`src/rtl/stabseq_pkg.sv`:
```
package stabseq_pkg;

  typedef enum logic [2:0] {
    SQ_RUN   = 3'd0,
    SQ_RESET = 3'd1,
    SQ_RSTAB = 3'd2,
    SQ_POST  = 3'd3,
    SQ_STOP  = 3'd4,
    SQ_WSTAB = 3'd5
  } seq_state_e;

  function automatic logic is_float_state(input seq_state_e s);
    return (s == SQ_RESET) || (s == SQ_RSTAB) || (s == SQ_POST);
  endfunction

endpackage

```
`src/rtl/stabseq_sync2.sv`:
```
module stabseq_sync2 #(
  parameter int   STAGES  = 2,
  parameter logic RST_VAL = 1'b1
) (
  input  logic clk,
  input  logic rst,
  input  logic d,
  output logic q
);
  logic [STAGES-1:0] shreg;

  always_ff @(posedge clk) begin
    if (rst) shreg <= {STAGES{RST_VAL}};
    else     shreg <= {shreg[STAGES-2:0], d};
  end

  assign q = shreg[STAGES-1];
endmodule

```
`src/rtl/stabseq_wake_qual.sv`:
```
module stabseq_wake_qual #(
  parameter int EDGE_MIN = 2
) (
  input  logic clk,
  input  logic rst,
  input  logic wake_act,
  input  logic level_mode,
  input  logic in_stop,
  input  logic in_wstab,
  output logic wake_start,
  output logic wake_drop
);
  localparam int RUN_W = $clog2(EDGE_MIN + 1);
  localparam logic [RUN_W-1:0] RUN_SAT = RUN_W'(EDGE_MIN - 1);

  // consecutive asserted samples seen while in stop, saturating
  logic [RUN_W-1:0] run_q;
  logic             edge_ok;

  always_ff @(posedge clk) begin
    if (rst)                     run_q <= '0;
    else if (!(wake_act && in_stop)) run_q <= '0;
    else if (run_q != RUN_SAT)   run_q <= run_q + 1'b1;
  end

  generate
    if (EDGE_MIN <= 1) begin : g_single
      assign edge_ok = 1'b1;
    end else begin : g_multi
      assign edge_ok = (run_q == RUN_SAT);
    end
  endgenerate

  assign wake_start = in_stop && wake_act && (level_mode || edge_ok);
  assign wake_drop  = in_wstab && level_mode && !wake_act;
endmodule

```
`src/rtl/stabseq_cnt.sv`:
```
module stabseq_cnt #(
  parameter int W = 19
) (
  input  logic         clk,
  input  logic         step,
  input  logic [W-1:0] load_val,
  output logic [W-1:0] cnt,
  output logic         zero
);
  always_ff @(posedge clk) begin
    if (step) begin
      if (cnt != '0) cnt <= cnt - 1'b1;
    end else begin
      cnt <= load_val;
    end
  end

  assign zero = (cnt == '0);
endmodule

```
`src/rtl/stabseq_top.sv`:
```
module stabseq_top
  import stabseq_pkg::*;
#(
  parameter int LONG_CYC      = 275000,
  parameter int RST_FAST_CYC  = 128,
  parameter int WAKE_FAST_CYC = 12,
  parameter int POST_CYC      = 33,
  parameter int SYNC_STAGES   = 2,
  parameter int EDGE_MIN      = 2
) (
  input  logic       clk,
  input  logic       ext_rst_n,
  input  logic       mode_fast,
  input  logic       stop_req,
  input  logic       wake_n,
  input  logic       wake_level,
  output logic       bus_float,
  output logic       core_run,
  output logic       fetch_start,
  output logic [2:0] seq_state
);
  localparam int MAX_CYC = (LONG_CYC > RST_FAST_CYC) ? LONG_CYC : RST_FAST_CYC;
  localparam int CNT_W   = $clog2(MAX_CYC + 1);
  localparam logic [CNT_W-1:0] LONG_LD  = CNT_W'(LONG_CYC - 1);
  localparam logic [CNT_W-1:0] RFAST_LD = CNT_W'(RST_FAST_CYC - 1);
  localparam logic [CNT_W-1:0] WFAST_LD = CNT_W'(WAKE_FAST_CYC - 1);
  localparam logic [CNT_W-1:0] POST_LD  = CNT_W'(POST_CYC - 1);

  logic rst;
  assign rst = ~ext_rst_n;

  seq_state_e       state_q, nxt;
  logic             float_q, run_q, fetch_q;
  logic             wake_sync, wake_act, wake_start, wake_drop;
  logic             step, cnt_zero;
  logic [CNT_W-1:0] load_val, cnt;

  stabseq_sync2 #(.STAGES(SYNC_STAGES), .RST_VAL(1'b1)) u_sync (
    .clk (clk),
    .rst (rst),
    .d   (wake_n),
    .q   (wake_sync)
  );
  assign wake_act = ~wake_sync;

  stabseq_wake_qual #(.EDGE_MIN(EDGE_MIN)) u_qual (
    .clk        (clk),
    .rst        (rst),
    .wake_act   (wake_act),
    .level_mode (wake_level),
    .in_stop    (state_q == SQ_STOP),
    .in_wstab   (state_q == SQ_WSTAB),
    .wake_start (wake_start),
    .wake_drop  (wake_drop)
  );

  stabseq_cnt #(.W(CNT_W)) u_cnt (
    .clk      (clk),
    .step     (step),
    .load_val (load_val),
    .cnt      (cnt),
    .zero     (cnt_zero)
  );

  always_comb begin
    nxt      = state_q;
    step     = 1'b0;
    load_val = '0;
    if (rst) begin
      nxt = SQ_RESET;
      if (state_q == SQ_RESET) step = 1'b1;
      else                     load_val = mode_fast ? RFAST_LD : LONG_LD;
    end else begin
      case (state_q)
        SQ_RESET, SQ_RSTAB: begin
          if (cnt_zero) begin
            nxt      = SQ_POST;
            load_val = POST_LD;
          end else begin
            nxt  = SQ_RSTAB;
            step = 1'b1;
          end
        end
        SQ_POST: begin
          if (cnt_zero) nxt = SQ_RUN;
          else          step = 1'b1;
        end
        SQ_RUN: begin
          if (stop_req) nxt = SQ_STOP;
        end
        SQ_STOP: begin
          if (wake_start) begin
            nxt      = SQ_WSTAB;
            load_val = mode_fast ? WFAST_LD : LONG_LD;
          end
        end
        SQ_WSTAB: begin
          if (wake_drop)     nxt = SQ_STOP;
          else if (cnt_zero) nxt = SQ_RUN;
          else               step = 1'b1;
        end
        default: nxt = SQ_RESET;
      endcase
    end
  end

  always_ff @(posedge clk) begin
    state_q <= nxt;
    run_q   <= (nxt == SQ_RUN);
    fetch_q <= (nxt == SQ_RUN) && (state_q != SQ_RUN);
    float_q <= is_float_state(nxt);
  end

  assign bus_float   = float_q | rst;
  assign core_run    = run_q;
  assign fetch_start = fetch_q;
  assign seq_state   = state_q;
endmodule

```
`config.mk`:
```
export PLATFORM = sky130hd
export DESIGN_NAME = stabseq_top
export DESIGN_NICKNAME = d
export VERILOG_FILES = /design/src/rtl/stabseq_pkg.sv /design/src/rtl/stabseq_sync2.sv /design/src/rtl/stabseq_wake_qual.sv /design/src/rtl/stabseq_cnt.sv /design/src/rtl/stabseq_top.sv
export SDC_FILE = /design/constraint.sdc
export NUM_CORES = 1
export LEC_CHECK = 0
export BUFFER_PORTS_ARGS = -buffer_cell sky130_fd_sc_hd__buf_2
export CAP_MARGIN = 30
export CORE_ASPECT_RATIO = 1.75
export CORE_UTILIZATION = 34
export CTS_CLUSTER_DIAMETER = 80
export DETAILED_ROUTE_END_ITERATION = 8
export PLACE_DENSITY = 0.54
export SETUP_SLACK_MARGIN = 0.15
export SYNTH_ARGS = -nofsm -noshare
export SYNTH_HDL_FRONTEND = slang
export SYNTH_HIERARCHICAL = 1
export SYNTH_SLANG_ARGS = --single-unit
```
`constraint.sdc`:
```
create_clock -name clk -period 3.3 [get_ports clk]
set_input_delay 0.825 -clock clk [delete_from_list [all_inputs] [get_ports clk]]
set_output_delay 0.825 -clock clk [all_outputs]
set_load 0.01 [all_outputs]
```
==> metrics.cfg, run 1 <==
[outcome]
status = finished clean

[finish]
fillCellCount = 503
multi_input_area_um2 = 994.7
final_layout_size_suffix_gt1_share_pct = 19.61
n_antenna_cell = 0
final_util_pct = 40.14
syn_to_final_growth_pct = 12.15
final-seq-area_um2 = 770.7
layoutNonFillerInstCount = 258
nNetsFinal = 212

[clock_network]
clk_path_buf_depth = 2
clockRootBuffer = clkbuf_8
cts.repair.resized = 0
htreeDepth = 2
clock_sinks = 29
clock_latency_ps = 270
cts_tree = built
clkTransAtPathRegs_ps = 60
post_cts.repair.setup_buffers = 0
cts_hold_buf = 0
cts_buffers = 5

[critical_path]
crit_path_start_kind = register
crit_type = register to register
worstPathRequired_ps = 3300
cp-end-kind = register
cp.arrival_ps = 2870
crit_fanout = 25

[floorplanning]
pin_count = 12
std_cell_rows = 34
core_area_um2 = 5062
start_util_pct = 35.79
die_h_um = 98.57
die_w_um = 57.18
die_area_um2 = 5636

[sta]
clock_skew_ps = 6.724
setup_viol_count_final = 0
worst_pin_slew_ps = 553.2
drv_slew = 0
rsz0062_at_grt = false
tns_ps = 0
fin_crit_ps = 2873
max_freq_mhz = 348.1
fin_crit_sh_pct = 87.06
hold_viol_final = 0
relSlewSlack_pct = 63.11

[place]
place_inst = 251
io_buffers = 11
dpl.hpwl_mm = 2.693
place_congestion = 0.7386

[global_route]
grt_overflow = 0
grt_pass1_wl_mm = 6.230
grt.total_usage_pct = 14.57
grt_max_degree = 26
grt_pass1_vias = 1336
antenna_found_initial = 0

[synth]
syn_area_um2 = 1812
synth_ff_type = edfxtp_1
synth-xor-area-share_pct = 5.801
synth-seq-cells = 29
synth_edf_count = 19
synth_area_per_cell_um2 = 9.955
yosys.area_share.adder_pct = 1.381
synthCells = 182
yosys.area_share.simple_pct = 28.66
ys_warn_count = 6
async_reset_ff_share_pct = 0
synth_top_family_by_area = simple AND/OR/NAND/NOR gates
synth_compound_area_share_pct = 16.57
muxShareOfSynthArea_pct = 0.6215
netlist-cell-type-count = 55
ys_seq_area_share_pct = 42.54

[routing]
wl_per_cell_um = 14.21
first_iter_violations = 31
drtAntennaViolNets = 0
drt_first_pass_iters = 4
wirelength_mm = 3.667
routed_via_density = 5.209
drcViolationCount = 0
via_count = 1344

[power]
p_total_mw = 1.259
pwr_density_cell_nw_per_um2 = 619.4
p_leak_nw = 0.7328
vdd_drop_max_mv = 0.3519

[flow_run]
maxCapViolations = 0

[worst_hold_path]
worstHoldPathType = register to register

## sequential cells by signal, indices dropped and copies added, names as in the netlist
name / flops
core_run: 1
u_qual/run_q: 2
u_cnt/cnt: 19
seq_state: 3
u_sync/shreg: 2
fetch_start: 1
float_q: 1
## final timing paths
| kind | cells after the start | from | slack [ps] | to |
|---|---|---|---|---|
| max reg2reg | 10 | u_cnt/cnt[0] | 430 | u_cnt/cnt[18] |
| max | 10 | u_cnt/cnt[0] | 430 | u_cnt/cnt[18] |
| min | 1 | u_sync/shreg[0] | 400 | u_sync/shreg[1] |
| min reg2reg | 1 | u_sync/shreg[0] | 400 | u_sync/shreg[1] |
## placed cells by master (no fill, tap or decap), types with 3 or more instances in the layout
cell type and count:
a21oi_1 13, a31oi_1 5, buf_2 11, buf_4 5, clkbuf_8 5, conb_1 8, dfxtp_1 10, edfxtp_1 19
inv_1 7, nand2_1 8, nand2b_1 3, nor2_1 28, nor2b_1 6, nor3_1 5, nor3b_1 3, o21ai_0 3
o21ai_1 3, o31ai_1 3, or4_1 3, xnor2_1 3, xor2_1 9
## critical path: stages, from the launching register on
cell      delay, ps
edfxtp_1        420
inv_1           100
ha_1            190
nor4b_4         350
nand4b_2        220
or3_1           410
inv_1           230
o21ai_2         230
buf_4           270
nor2_1          120
a31oi_1          50
## area by class of cell
| class | count | share of cell area (%) |
|---|---|---|
| clock buffer | 6 | 3.571 |
| clock inverter | 1 | 0.1847 |
| inverter | 8 | 1.478 |
| multi-input combinational | 144 | 48.95 |
| sequential | 29 | 37.93 |
| tap | 54 | 3.325 |
| timing repair buffer | 16 | 4.557 |
## routing by layer
layer	GRT usage, %	vias to the layer above	wire [µm]
li1	-	691	-
met1	15.56	618	1445
met2	25.70	26	1994
met3	2.493	9	79
met4	9.381	0	148
met5	0	-	0
## cell usage after synthesis (all sizes together) (3+ instances only)
master | count | share of area, %
nor2 | 28 | 5.8
edfxtp | 19 | 31
a21oi | 13 | 3.6
dfxtp | 10 | 11
xor2 | 9 | 4.4
inv | 8 | 1.7
nand2 | 8 | 1.7
o21ai | 7 | 1.9
a31oi | 6 | 2.4
nor2b | 6 | 2.1
nor3 | 6 | 2.3
buf | 5 | 1.9
nor3b | 4 | 1.9
nor4 | 4 | 3.7
clkbuf | 3 | 0.62
nand2b | 3 | 1.0
nand4b | 3 | 2.1
o31ai | 3 | 1.2
or2 | 3 | 1.0
or4 | 3 | 1.2
xnor2 | 3 | 1.5
## where the power goes
group          leakage [nW]  internal [mW]  switching [mW]
Clock                0.0387          0.142           0.123
Combinational         0.413          0.167           0.180
Sequential            0.281          0.517           0.130
Total                 0.733          0.826           0.433
## cell families after synthesis
group,Yosys count
other cells,1
compound gates,42
xor+xnor,12
buf+inv,16
fa+ha+maj,2
simple gates,79
mux,1
flops,29
## metrics by stage
step                      worst slack (ps)  area (µm²)  hold WS, ps
after floorplan                      296.7        1838        383.2
after global placement               514.1        1956        385.3
after detailed placement             442.4        1956        393.7
after CTS                            415.5        2032        407.6
after global routing                 206.1        2032        429.8
final                                426.9        2032        403.2
(Power assumes the default switching activity.)
==> run 2: changes to the inputs <==
ABC_AREA = 1   (was unset)
==> run 2 against run 1 <==
Via count rose by 18%. Design area rose by 2.2%. Register-to-register slack improved by 150 ps. Global-route usage rose by 1.4 points. Routed wire length rose by 5.7%. First-iteration DRC count rose by 13%. Power rose by 6.9%. Critical path type unchanged. Critical endpoint is now u_cnt/cnt[2].
==> metrics.cfg, run 2 <==
[sta]
fin_crit_ps = 2727
drv_slew = 0
worst_pin_slew_ps = 621.6
tns_ps = 0
clock_skew_ps = 3.519
fin_crit_sh_pct = 82.63
relSlewSlack_pct = 58.51
max_freq_mhz = 366.7
hold_slack_ps = 426.6
hold_viol_final = 0
setup_viol_count_final = 0
rsz0062_at_grt = false

[clock_network]
clk_path_buf_depth = 2
clkTransAtPathRegs_ps = 60
clock_sinks = 29
clock_latency_ps = 280
cts_buffers = 5
cts_tree = built
htreeDepth = 2
post_cts.repair.setup_buffers = 0
cts.repair.resized = 0
clockRootBuffer = clkbuf_8
cts_hold_buf = 0

[finish]
top_register = u_cnt/cnt
nNetsFinal = 281
largest_reg_flops = 19
final_layout_size_suffix_gt1_share_pct = 16.42
layout_commonest_cell = nand2_1
n_antenna_cell = 0
mostFrequentLayoutCells = nand2_1, nor2_1, inv_1
syn_to_final_growth_pct = 14.33
layoutNonFillerInstCount = 328
fillCellCount = 539

[place]
place_inst = 320
io_buffers = 11
dpl.hpwl_mm = 3.036
place_congestion = 0.8184

[synth]
synth_area_per_cell_um2 = 7.262
synthTopCellsByArea = edfxtp_1, nand2_1, dfxtp_1
synth_ff_type = edfxtp_1
synth_edf_count = 19
synth-seq-cells = 29
yosysMostFrequentCell = nand2_1
ys_warn_count = 6
syn_area_um2 = 1815
synthCells = 250
async_reset_ff_share_pct = 0
netlist.area_leader.share_pct = 31.43
ys_seq_area_share_pct = 42.45
synth_top_area_cell = edfxtp_1
netlist-cell-type-count = 30
ys_top_cells_by_count = nand2_1, nor2_1, inv_1, edfxtp_1, nand3_1

[critical_path]
critPathMaxStageDelay_ps = 540
crit_type = register to register
slowest_stage = inv_1
path_cells = inv_2 > ha_1 > nand3_2 > nor2_4 > nand3_2 > nor2_2 > inv_1 > nand3_1 > o21ai_1 > inv_1 > o21ai_0
crit_path_start_kind = register
cp.arrival_ps = 2730
crit_fanout = 23
cp-end-kind = register
worstPathRequired_ps = 3310

[routing]
via_count = 1589
drt_first_pass_iters = 4
drtAntennaViolNets = 0
wl_per_cell_um = 11.82
wirelength_mm = 3.877
drcViolationCount = 0
first_iter_violations = 35
routed_via_density = 4.845

[floorplanning]
die_h_um = 98.67
core_area_um2 = 5062
die_w_um = 57.24
die_area_um2 = 5648
std_cell_rows = 34
pin_count = 12
start_util_pct = 35.86

[global_route]
grt_overflow = 0
grt_pass1_vias = 1596
grt_max_degree = 24
antenna_found_initial = 0
grt_pass1_wl_mm = 6.831
grt.total_usage_pct = 16.00

[power]
vdd_drop_max_mv = 0.2878
p_leak_nw = 0.9658
pwr_density_cell_nw_per_um2 = 648.2

[outcome]
status = finished clean

[worst_hold_path]
worstHoldPathType = register to register

[flow_run]
maxCapViolations = 0

-- run 2: cell type report --
cell class | instances | area (µm²) | area share [%]
well taps | 54 | 67.56 | 3.255
clock buffers | 7 | 107.6 | 5.184
repair buffers | 13 | 70.07 | 3.376
inverters | 35 | 131.4 | 6.329
clock inverters | 1 | 6.256 | 0.3014
multi-input cells | 189 | 922.1 | 44.42
flip-flops and latches | 29 | 770.7 | 37.13
-- run 2: cell families (layout without fill, tap and decap cells) --
family          Yosys count  in the layout  share of synthesized area [%]
simple gates            148            148                          37.35
xor+xnor                  6              6                          2.895
fa+ha+maj                 2              2                          1.378
other cells               1              8                         0.2066
flops                    29             29                          42.45
compound gates           25             25                          7.512
buf+inv                  39             56                          8.201
-- run 2: stage by stage --
step | total power [mW] | setup slack (ps) | cell area (µm²) | utilization (%)
after floorplan | 0.8951 | 774.6 | 1842 | -
after global placement | 0.9989 | 583.1 | 1962 | 38.75
after detailed placement | 0.9955 | 541.3 | 1962 | 38.75
after CTS | 1.362 | 536.9 | 2076 | 41.00
after global routing | 1.450 | 236.9 | 2076 | 41.00
final | 1.345 | 573.2 | 2076 | 41.00
-- run 2: final timing paths --
kind	start	endpoint	slack (ps)	depth (start not counted)
setup / recovery	u_cnt/cnt[0]	u_cnt/cnt[2]	570	11
hold / removal	u_sync/shreg[0]	u_sync/shreg[1]	430	2
setup reg to reg	u_cnt/cnt[0]	u_cnt/cnt[2]	570	11
hold reg to reg	u_sync/shreg[0]	u_sync/shreg[1]	430	2
-- run 2: power by group --
group          total (mW)  switching [mW]  leakage, nW  internal (mW)
Sequential          0.572          0.0801        0.294          0.492
Clock               0.357           0.142       0.0599          0.215
Combinational       0.416           0.263        0.612          0.153
-- run 2: worst max-delay path: cells and delay by family (launching register included) --
kind                       cells  cell delay, ps
buffers and inverters          3             750
DFF                            1             430
AOI/OAI and AO/OA              2             380
and+or+nand+nor                5             650
adders and majority gates      1             220
-- run 2: metal layers --
layer / global-route usage, % / vias to the layer above / routed length (µm)
met5: 0 / - / 0
met2: 29.95 / 26 / 2160
met3: 3.150 / 9 / 101
li1: - / 836 / -
met1: 16.23 / 718 / 1504
met4: 8.068 / 0 / 110
